## config.mk

```make
export PLATFORM = sky130hd
export DESIGN_NAME = freq_gate_counter
export DESIGN_NICKNAME = d
export VERILOG_FILES = /design/src/rtl/fgc_pkg.sv /design/src/rtl/fgc_rst_sync.sv /design/src/rtl/fgc_edge_sync.sv /design/src/rtl/fgc_ctrl.sv /design/src/rtl/fgc_sat_counter.sv /design/src/rtl/freq_gate_counter.sv
export SDC_FILE = /design/constraint.sdc
export NUM_CORES = 1
export LEC_CHECK = 0
export CAP_MARGIN = 20
export CORE_ASPECT_RATIO = 1.25
export CORE_MARGIN = 4
export CORE_UTILIZATION = 47
export CTS_CLUSTER_DIAMETER = 200
export CTS_CLUSTER_SIZE = 8
export DETAILED_ROUTE_END_ITERATION = 10
export PLACE_DENSITY = 0.75
export SLEW_MARGIN = 20
export SYNTH_ARGS = -nofsm -noshare
export SYNTH_HDL_FRONTEND = slang
export SYNTH_HIERARCHICAL = 1
export SYNTH_SLANG_ARGS = --single-unit
```

## constraint.sdc

```tcl
create_clock -name src_clk -period 1 [get_ports src_clk]
set_clock_uncertainty 0.1 [all_clocks]
set_input_delay 0.15 -clock src_clk [delete_from_list [all_inputs] [get_ports src_clk]]
set_output_delay 0.15 -clock src_clk [all_outputs]
set_load 0.005 [all_outputs]
```

## src/rtl/fgc_pkg.sv

```systemverilog
package fgc_pkg;
  typedef enum logic [1:0] {
    FGC_IDLE = 2'd0,
    FGC_ARM  = 2'd1,
    FGC_RUN  = 2'd2,
    FGC_HOLD = 2'd3
  } fgc_state_e;
endpackage

```

## src/rtl/fgc_rst_sync.sv

```systemverilog
// Asynchronous assert, synchronous release of the active-low reset.
module fgc_rst_sync (
  input  logic clk,
  input  logic arst_n,
  output logic rst_n_o
);
  logic [1:0] rs_q;

  always_ff @(posedge clk or negedge arst_n) begin
    if (!arst_n) rs_q <= 2'b00;
    else         rs_q <= {rs_q[0], 1'b1};
  end

  assign rst_n_o = rs_q[1];
endmodule

```

## src/rtl/fgc_edge_sync.sv

```systemverilog
// Synchronizer chain plus one delay stage; flags a synchronized rising edge.
module fgc_edge_sync #(
  parameter int STAGES = 2
) (
  input  logic clk,
  input  logic rst_n,
  input  logic async_i,
  output logic rise_o
);
  localparam int LEN = STAGES + 1;

  logic [LEN-1:0] sh_q;
  logic [LEN-1:0] sh_d;

  generate
    if (LEN > 1) begin : g_chain
      always_comb sh_d = {sh_q[LEN-2:0], async_i};
    end else begin : g_single
      always_comb sh_d = async_i;
    end
  endgenerate

  always_ff @(posedge clk or negedge rst_n) begin
    if (!rst_n) sh_q <= '0;
    else        sh_q <= sh_d;
  end

  assign rise_o = sh_q[STAGES-1] & ~sh_q[STAGES];
endmodule

```

## src/rtl/fgc_ctrl.sv

```systemverilog
// Measurement sequencer: arm, count over N trigger periods, hold result.
module fgc_ctrl
  import fgc_pkg::*;
#(
  parameter int PER_W = 5
) (
  input  logic             clk,
  input  logic             rst_n,
  input  logic             start_i,
  input  logic [PER_W-1:0] periods_i,
  input  logic             rise_i,
  output logic             busy_o,
  output logic             done_o,
  output logic             clear_o,
  output logic             run_o
);
  fgc_state_e       st_q, st_d;
  logic [PER_W-1:0] per_q, per_d;
  logic             per_en;
  logic             accept;

  assign accept = start_i && (st_q == FGC_IDLE || st_q == FGC_HOLD);

  always_comb begin
    st_d   = st_q;
    per_d  = per_q;
    per_en = 1'b0;
    unique case (st_q)
      FGC_IDLE, FGC_HOLD: begin
        if (accept) begin
          st_d   = FGC_ARM;
          per_d  = periods_i;
          per_en = 1'b1;
        end
      end
      FGC_ARM: begin
        if (rise_i) st_d = FGC_RUN;
      end
      FGC_RUN: begin
        if (rise_i) begin
          if (per_q == '0) begin
            st_d = FGC_HOLD;
          end else begin
            per_d  = per_q - PER_W'(1);
            per_en = 1'b1;
          end
        end
      end
      default: st_d = FGC_IDLE;
    endcase
  end

  always_ff @(posedge clk or negedge rst_n) begin
    if (!rst_n) st_q <= FGC_IDLE;
    else        st_q <= st_d;
  end

  always_ff @(posedge clk or negedge rst_n) begin
    if (!rst_n)      per_q <= '0;
    else if (per_en) per_q <= per_d;
  end

  assign busy_o  = (st_q == FGC_ARM) || (st_q == FGC_RUN);
  assign done_o  = (st_q == FGC_HOLD);
  assign clear_o = accept;
  assign run_o   = (st_q == FGC_RUN);
endmodule

```

## src/rtl/fgc_sat_counter.sv

```systemverilog
// Clearable up-counter that stops at all ones.
module fgc_sat_counter #(
  parameter int CNT_W = 18
) (
  input  logic             clk,
  input  logic             rst_n,
  input  logic             clear_i,
  input  logic             run_i,
  output logic [CNT_W-1:0] count_o
);
  localparam logic [CNT_W-1:0] CNT_MAX = '1;

  logic [CNT_W-1:0] cnt_q, cnt_d;
  logic             cnt_en;

  always_comb begin
    cnt_en = 1'b0;
    cnt_d  = cnt_q;
    if (clear_i) begin
      cnt_en = 1'b1;
      cnt_d  = '0;
    end else if (run_i && cnt_q != CNT_MAX) begin
      cnt_en = 1'b1;
      cnt_d  = cnt_q + CNT_W'(1);
    end
  end

  always_ff @(posedge clk or negedge rst_n) begin
    if (!rst_n)      cnt_q <= '0;
    else if (cnt_en) cnt_q <= cnt_d;
  end

  assign count_o = cnt_q;
endmodule

```

## src/rtl/freq_gate_counter.sv

```systemverilog
module freq_gate_counter #(
  parameter int CNT_W       = 18,
  parameter int PER_W       = 5,
  parameter int SYNC_STAGES = 2
) (
  input  logic             src_clk,
  input  logic             rst_n,
  input  logic             trig_clk_i,
  input  logic             start_i,
  input  logic [PER_W-1:0] periods_i,
  output logic             busy_o,
  output logic             done_o,
  output logic [CNT_W-1:0] count_o
);
  logic rst_sync_n;
  logic trig_rise;
  logic clr;
  logic run;

  fgc_rst_sync u_rst (
    .clk     (src_clk),
    .arst_n  (rst_n),
    .rst_n_o (rst_sync_n)
  );

  fgc_edge_sync #(.STAGES(SYNC_STAGES)) u_sync (
    .clk     (src_clk),
    .rst_n   (rst_sync_n),
    .async_i (trig_clk_i),
    .rise_o  (trig_rise)
  );

  fgc_ctrl #(.PER_W(PER_W)) u_ctrl (
    .clk       (src_clk),
    .rst_n     (rst_sync_n),
    .start_i   (start_i),
    .periods_i (periods_i),
    .rise_i    (trig_rise),
    .busy_o    (busy_o),
    .done_o    (done_o),
    .clear_o   (clr),
    .run_o     (run)
  );

  fgc_sat_counter #(.CNT_W(CNT_W)) u_cnt (
    .clk     (src_clk),
    .rst_n   (rst_sync_n),
    .clear_i (clr),
    .run_i   (run),
    .count_o (count_o)
  );
endmodule

```

==> flow_summary.yaml, run 1 <==
logic_synthesis:
  synthArstFlopShare_pct: 100
  yosys_warnings: 6
  synth.top_cells.by_area: "dfrtp_1 (44%), ha_1 (4.4%), a21oi_1 (4.1%), mux2_2 (3.3%), nor2_1 (3.3%)"
  synth_area_um2: 1710
  synth_seq_cells: 30
  ys_types: 46
  synth_nets: 194
  avgSynthCellArea_um2: 9.58
  ys_seq_area_share_pct: 43.8
  ys.flop_type: "dfrtp_1"
  synth_cells: 179
  synth_edf_count: 0
  synth_area_leader_cell: "dfrtp_1"
  yosysTopAreaCellShare_pct: 43.8
clocking:
  cts_buffers: 5
  clock-sinks: 30
  clk_path_buf_depth: 2
  cts-root-buf: "clkbuf_8"
  htree_levels: 2
status:
  outcome: "stopped before the end"
  stop_error: "[ERROR DPL-0038] Utilization greater than 100%, impossible to legalize"
  haltStage: "5_1_grt"
floorplan:
  die_h_um: 75.5
  fp.dieW_um: 62.0
  rows: 24
  start_util_pct: 48.8
  ios: 29
place:
  place.gp.congestion: 0.920
  portBuffers: 28
  placed_cells: 310
  post-dp-hpwl_um: 3970
timing:
  endpoint_type: "sequential cell input"
  crit_endpoint: "u_ctrl/per_q[3]$_DFFE_PN0P_/D"
global_routing:
  grt_max_degree: 29
==> through the flow <==
stage	setup WS (ns)	util [%]	cell area, um^2
floorplan	-1.04	-	1830
global placement	-0.900	75.1	2640
detailed placement	-0.938	75.1	2640
CTS	-0.949	94.6	3320
==> cells by family after synthesis <==
family,count (synthesis),share of synthesized area (%)
AND/OR/NAND/NOR,79,27.8
AO/OA/AOI/OAI,41,15.3
flip-flops,30,43.8
buffers and inverters,15,4.01
multiplexers,7,4.45
adder cells (fa/ha/maj),6,4.38
other,1,0.219
==> synthesized netlist by cell type (2+ instances only) <==
cell and number:
a21oi_1 14, or4_1 4, clkbuf_1 2, nor2b_1 8, o21ai_0 5, nand2b_1 2, o21ai_1 2, o31ai_1 5
ha_1 6, o22a_1 2, inv_1 10, or3_1 3, and4_1 3, nor4_1 5, nor3_1 7, a211oi_1 2
nand4_1 5, nand3_1 7, mux2i_1 2, nand2_1 8, nor2b_4 2, nor2_1 15, mux2_2 5, dfrtp_1 30
and2_1 2, a31oi_1 3
==> timing repair <==
| action | in CTS |
|---|---|
| cloned | 1 |
| hold buffers | 1 |
| buffers inserted | 35 |
| hold endpoints to repair | 2 |
| resized for setup | 172 |
| setup endpoints to repair | 45 |
| pin swaps | 28 |
==> inputs of run 2 (changes only) <==
--- a/config.mk
+++ b/config.mk
@@ -6,13 +6,10 @@
 export NUM_CORES = 1
 export LEC_CHECK = 0
 export CAP_MARGIN = 20
-export CORE_ASPECT_RATIO = 1.25
 export CORE_MARGIN = 4
-export CORE_UTILIZATION = 47
-export CTS_CLUSTER_DIAMETER = 200
-export CTS_CLUSTER_SIZE = 8
+export CORE_UTILIZATION = 40
 export DETAILED_ROUTE_END_ITERATION = 10
-export PLACE_DENSITY = 0.75
+export PLACE_DENSITY_LB_ADDON = 0.15
 export SLEW_MARGIN = 20
 export SYNTH_ARGS = -nofsm -noshare
 export SYNTH_HDL_FRONTEND = slang
==> constraint.sdc (replaced) <==
create_clock -name src_clk -period 1.3 [get_ports src_clk]
set_clock_uncertainty 0.1 [all_clocks]
set_input_delay 0.195 -clock src_clk [delete_from_list [all_inputs] [get_ports src_clk]]
set_output_delay 0.195 -clock src_clk [all_outputs]
set_load 0.005 [all_outputs]
==> run 2 against run 1 <==
Against the previous run: the flow now finishes, with violations (negative setup slack); area after synthesis stayed put; synthesized cell count stayed put.
==> flow_summary.yaml, run 2 <==
status:
  violations: "negative setup slack"
  outcome: "finished with violations"
critical_path:
  cp-start-kind: "register"
  r2r_cells: 6
  r2r-start: "u_ctrl/st_q[0]"
  worstPathArrival_ns: 2.03
  rrSetupSlack_ns: -0.65
  critPathKind: "reg2reg"
  cp.required_ns: 1.38
  r2r-end: "u_ctrl/per_q[3]"
  crit_fanout: 3
  crit_path_end_kind: "register"
place:
  preCtsSetupSlack_ns: -0.641
  place.gp.congestion: 0.881
  placed_cells: 316
  portBuffers: 28
  post-dp-hpwl_um: 3680
global_routing:
  grt_pass1_wl_um: 9850
  globalRouteOverflowTotal: 0
  antenna_found_initial: 0
  grt.total_usage_pct: 24.0
  grt_pass1_vias: 2038
  grt_max_degree: 15
floorplan:
  die-area_um2: 5400
  die_h_um: 73.5
  fp.dieW_um: 73.5
  ios: 29
  rows: 23
  start_util_pct: 41.9
  core-area_um2: 4090
timing:
  min_period_ns: 1.95
  finalHoldViolCount: 0
  slew_violations: 0
  fin_crit_sh_pct: 150
  rsz0062_at_grt: "yes"
  max_freq_mhz: 512
  fin_ws_ns: -0.654
  finalSetupViolations: 31
detailed_routing:
  drt_iter0_drc: 164
  wire_per_inst_um: 18.1
  wl_met1_um: 2630
  dr.pass1.iters: 4
  drc: 0
  wl_met3_um: 232
  vias: 1964
  vias_per_cell: 5.56
  routed.top_layer: "met4"
  drtAntennaViolNets: 0
  drt-total-wl_um: 6400
  wl_met2_um: 3390
logic_synthesis:
  avgSynthCellArea_um2: 9.58
  synth_nets: 194
  synth_commonest_cells: "dfrtp_1 (30), nor2_1 (15), a21oi_1 (14)"
  synth_edf_count: 0
  synth.top_cells.by_area: "dfrtp_1 (44%), ha_1 (4.4%), a21oi_1 (4.1%), mux2_2 (3.3%), nor2_1 (3.3%)"
  synthArstFlopShare_pct: 100
  yosysTopAreaCellShare_pct: 43.8
  yosys_warnings: 6
  synth_most_common_cell: "dfrtp_1"
  ys.flop_type: "dfrtp_1"
  synth_seq_cells: 30
  synth_area_um2: 1710
  ys_seq_area_share_pct: 43.8
  ys_types: 46
  synth_area_leader_cell: "dfrtp_1"
  synth_cells: 179
clocking:
  path_clk_slew_ns: 0.07
  clk_latency_ns: 0.29
  cts-root-buf: "clkbuf_8"
  cts_tree: "done"
  clock-sinks: 30
  cts_buffers: 5
  htree_levels: 2
  clk_path_buf_depth: 2
cells_and_area:
  fin_cells: 353
  largest_register_ffs: 18
  final_cell_mix: "buf_4 (58), buf_6 (41), dfrtp_1 (29)"
  drive_gt1_share_pct: 59.7
  layout_commonest_cell: "buf_4"
  final_nets: 317
  diodes: 0
  area_delta_synth_final_pct: 92.3
  finalCoreUtilization_pct: 80.6
power_and_ir_drop:
  leakagePower_nw: 1.50
  vdd_ir_drop_max_mv: 1.52
  power_density_nw_per_um2: 1520
hold_path:
  hold_path.class: "reg2async"
job:
  drv_cap: 0
[run 2: layout make-up]
cell class                 count  area, um^2
multi-input combinational    136        1240
timing repair buffer         119        1090
fill                         226         791
sequential                    30         752
clock buffer                   8         110
tap                           50        62.6
inverter                      10        45.0
[run 2: kinds of logic (layout without fill, tap and decap cells)]
logic type	Yosys count	count (layout)	share of synthesized area [%]
buf+inv	15	137	4.01
other cells	1	1	0.219
fa+ha+maj	6	6	4.38
flops	30	30	43.8
compound gates	41	41	15.3
mux	7	7	4.45
simple gates	79	81	27.8
[run 2: per-layer routing]
metal / global-route usage (%) / vias to the layer above
met4: 9.05 / 0
li1: - / 918
met3: 4.79 / 18
met1: 28.2 / 977
met5: 0 / -
met2: 42.6 / 51
[run 2: worst max-delay path by stage]
stage	slack [ns]	to	from	cells past startpoint
2_1_floorplan	-0.74	u_ctrl/per_q[3]	u_ctrl/st_q[0]	7
3_3_place_gp	-0.60	u_ctrl/per_q[3]	u_ctrl/st_q[0]	6
3_5_place_dp	-0.64	u_ctrl/per_q[1]	u_ctrl/st_q[0]	7
4_1_cts	-0.62	u_ctrl/per_q[3]	u_ctrl/st_q[0]	6
5_1_grt	-0.68	u_ctrl/per_q[3]	u_ctrl/st_q[0]	6
6_report	-0.65	u_ctrl/per_q[3]	u_ctrl/st_q[0]	6
[run 2: what timing repair did]
| item | in CTS | in global routing |
|---|---|---|
| setup endpoints to repair | 45 | 41 |
| cloned | 4 | 0 |
| hold endpoints to repair | 2 | 0 |
| resized for setup | 146 | 37 |
| hold buffers | 1 | 0 |
| buffers inserted | 24 | 10 |
| pin swaps | 18 | 15 |
[run 2: worst max-delay path, cell delays in order (launching register included)]
cell,delay (ns)
dfrtp_1,0.41
inv_2,0.09
ha_4,0.21
nor2b_4,0.12
or4_4,0.48
or3_1,0.32
o2111a_1,0.12
[run 2: metrics by stage]
stage	TNS, ns	hold slack (ns)	total power, mW	instance area [um^2]
final	-13.23	0.106	5.00	3300
after global routing	-14.54	0.158	5.27	3300
after CTS	-12.19	0.119	4.76	3180
after detailed placement	-11.25	0.113	3.11	2600
after global placement	-10.41	0.106	3.00	2600
after floorplan	-9.92	-0.201	2.26	1830
[run 2: report_power, final]
| part | internal (mW) | switching [mW] | total, mW | leakage, nW |
|---|---|---|---|---|
| Clock | 0.535 | 0.388 | 0.923 | 0.0575 |
| Combinational | 1.61 | 1.25 | 2.85 | 1.05 |
| Sequential | 1.08 | 0.138 | 1.22 | 0.387 |
Power figures use the tool's default switching activity.
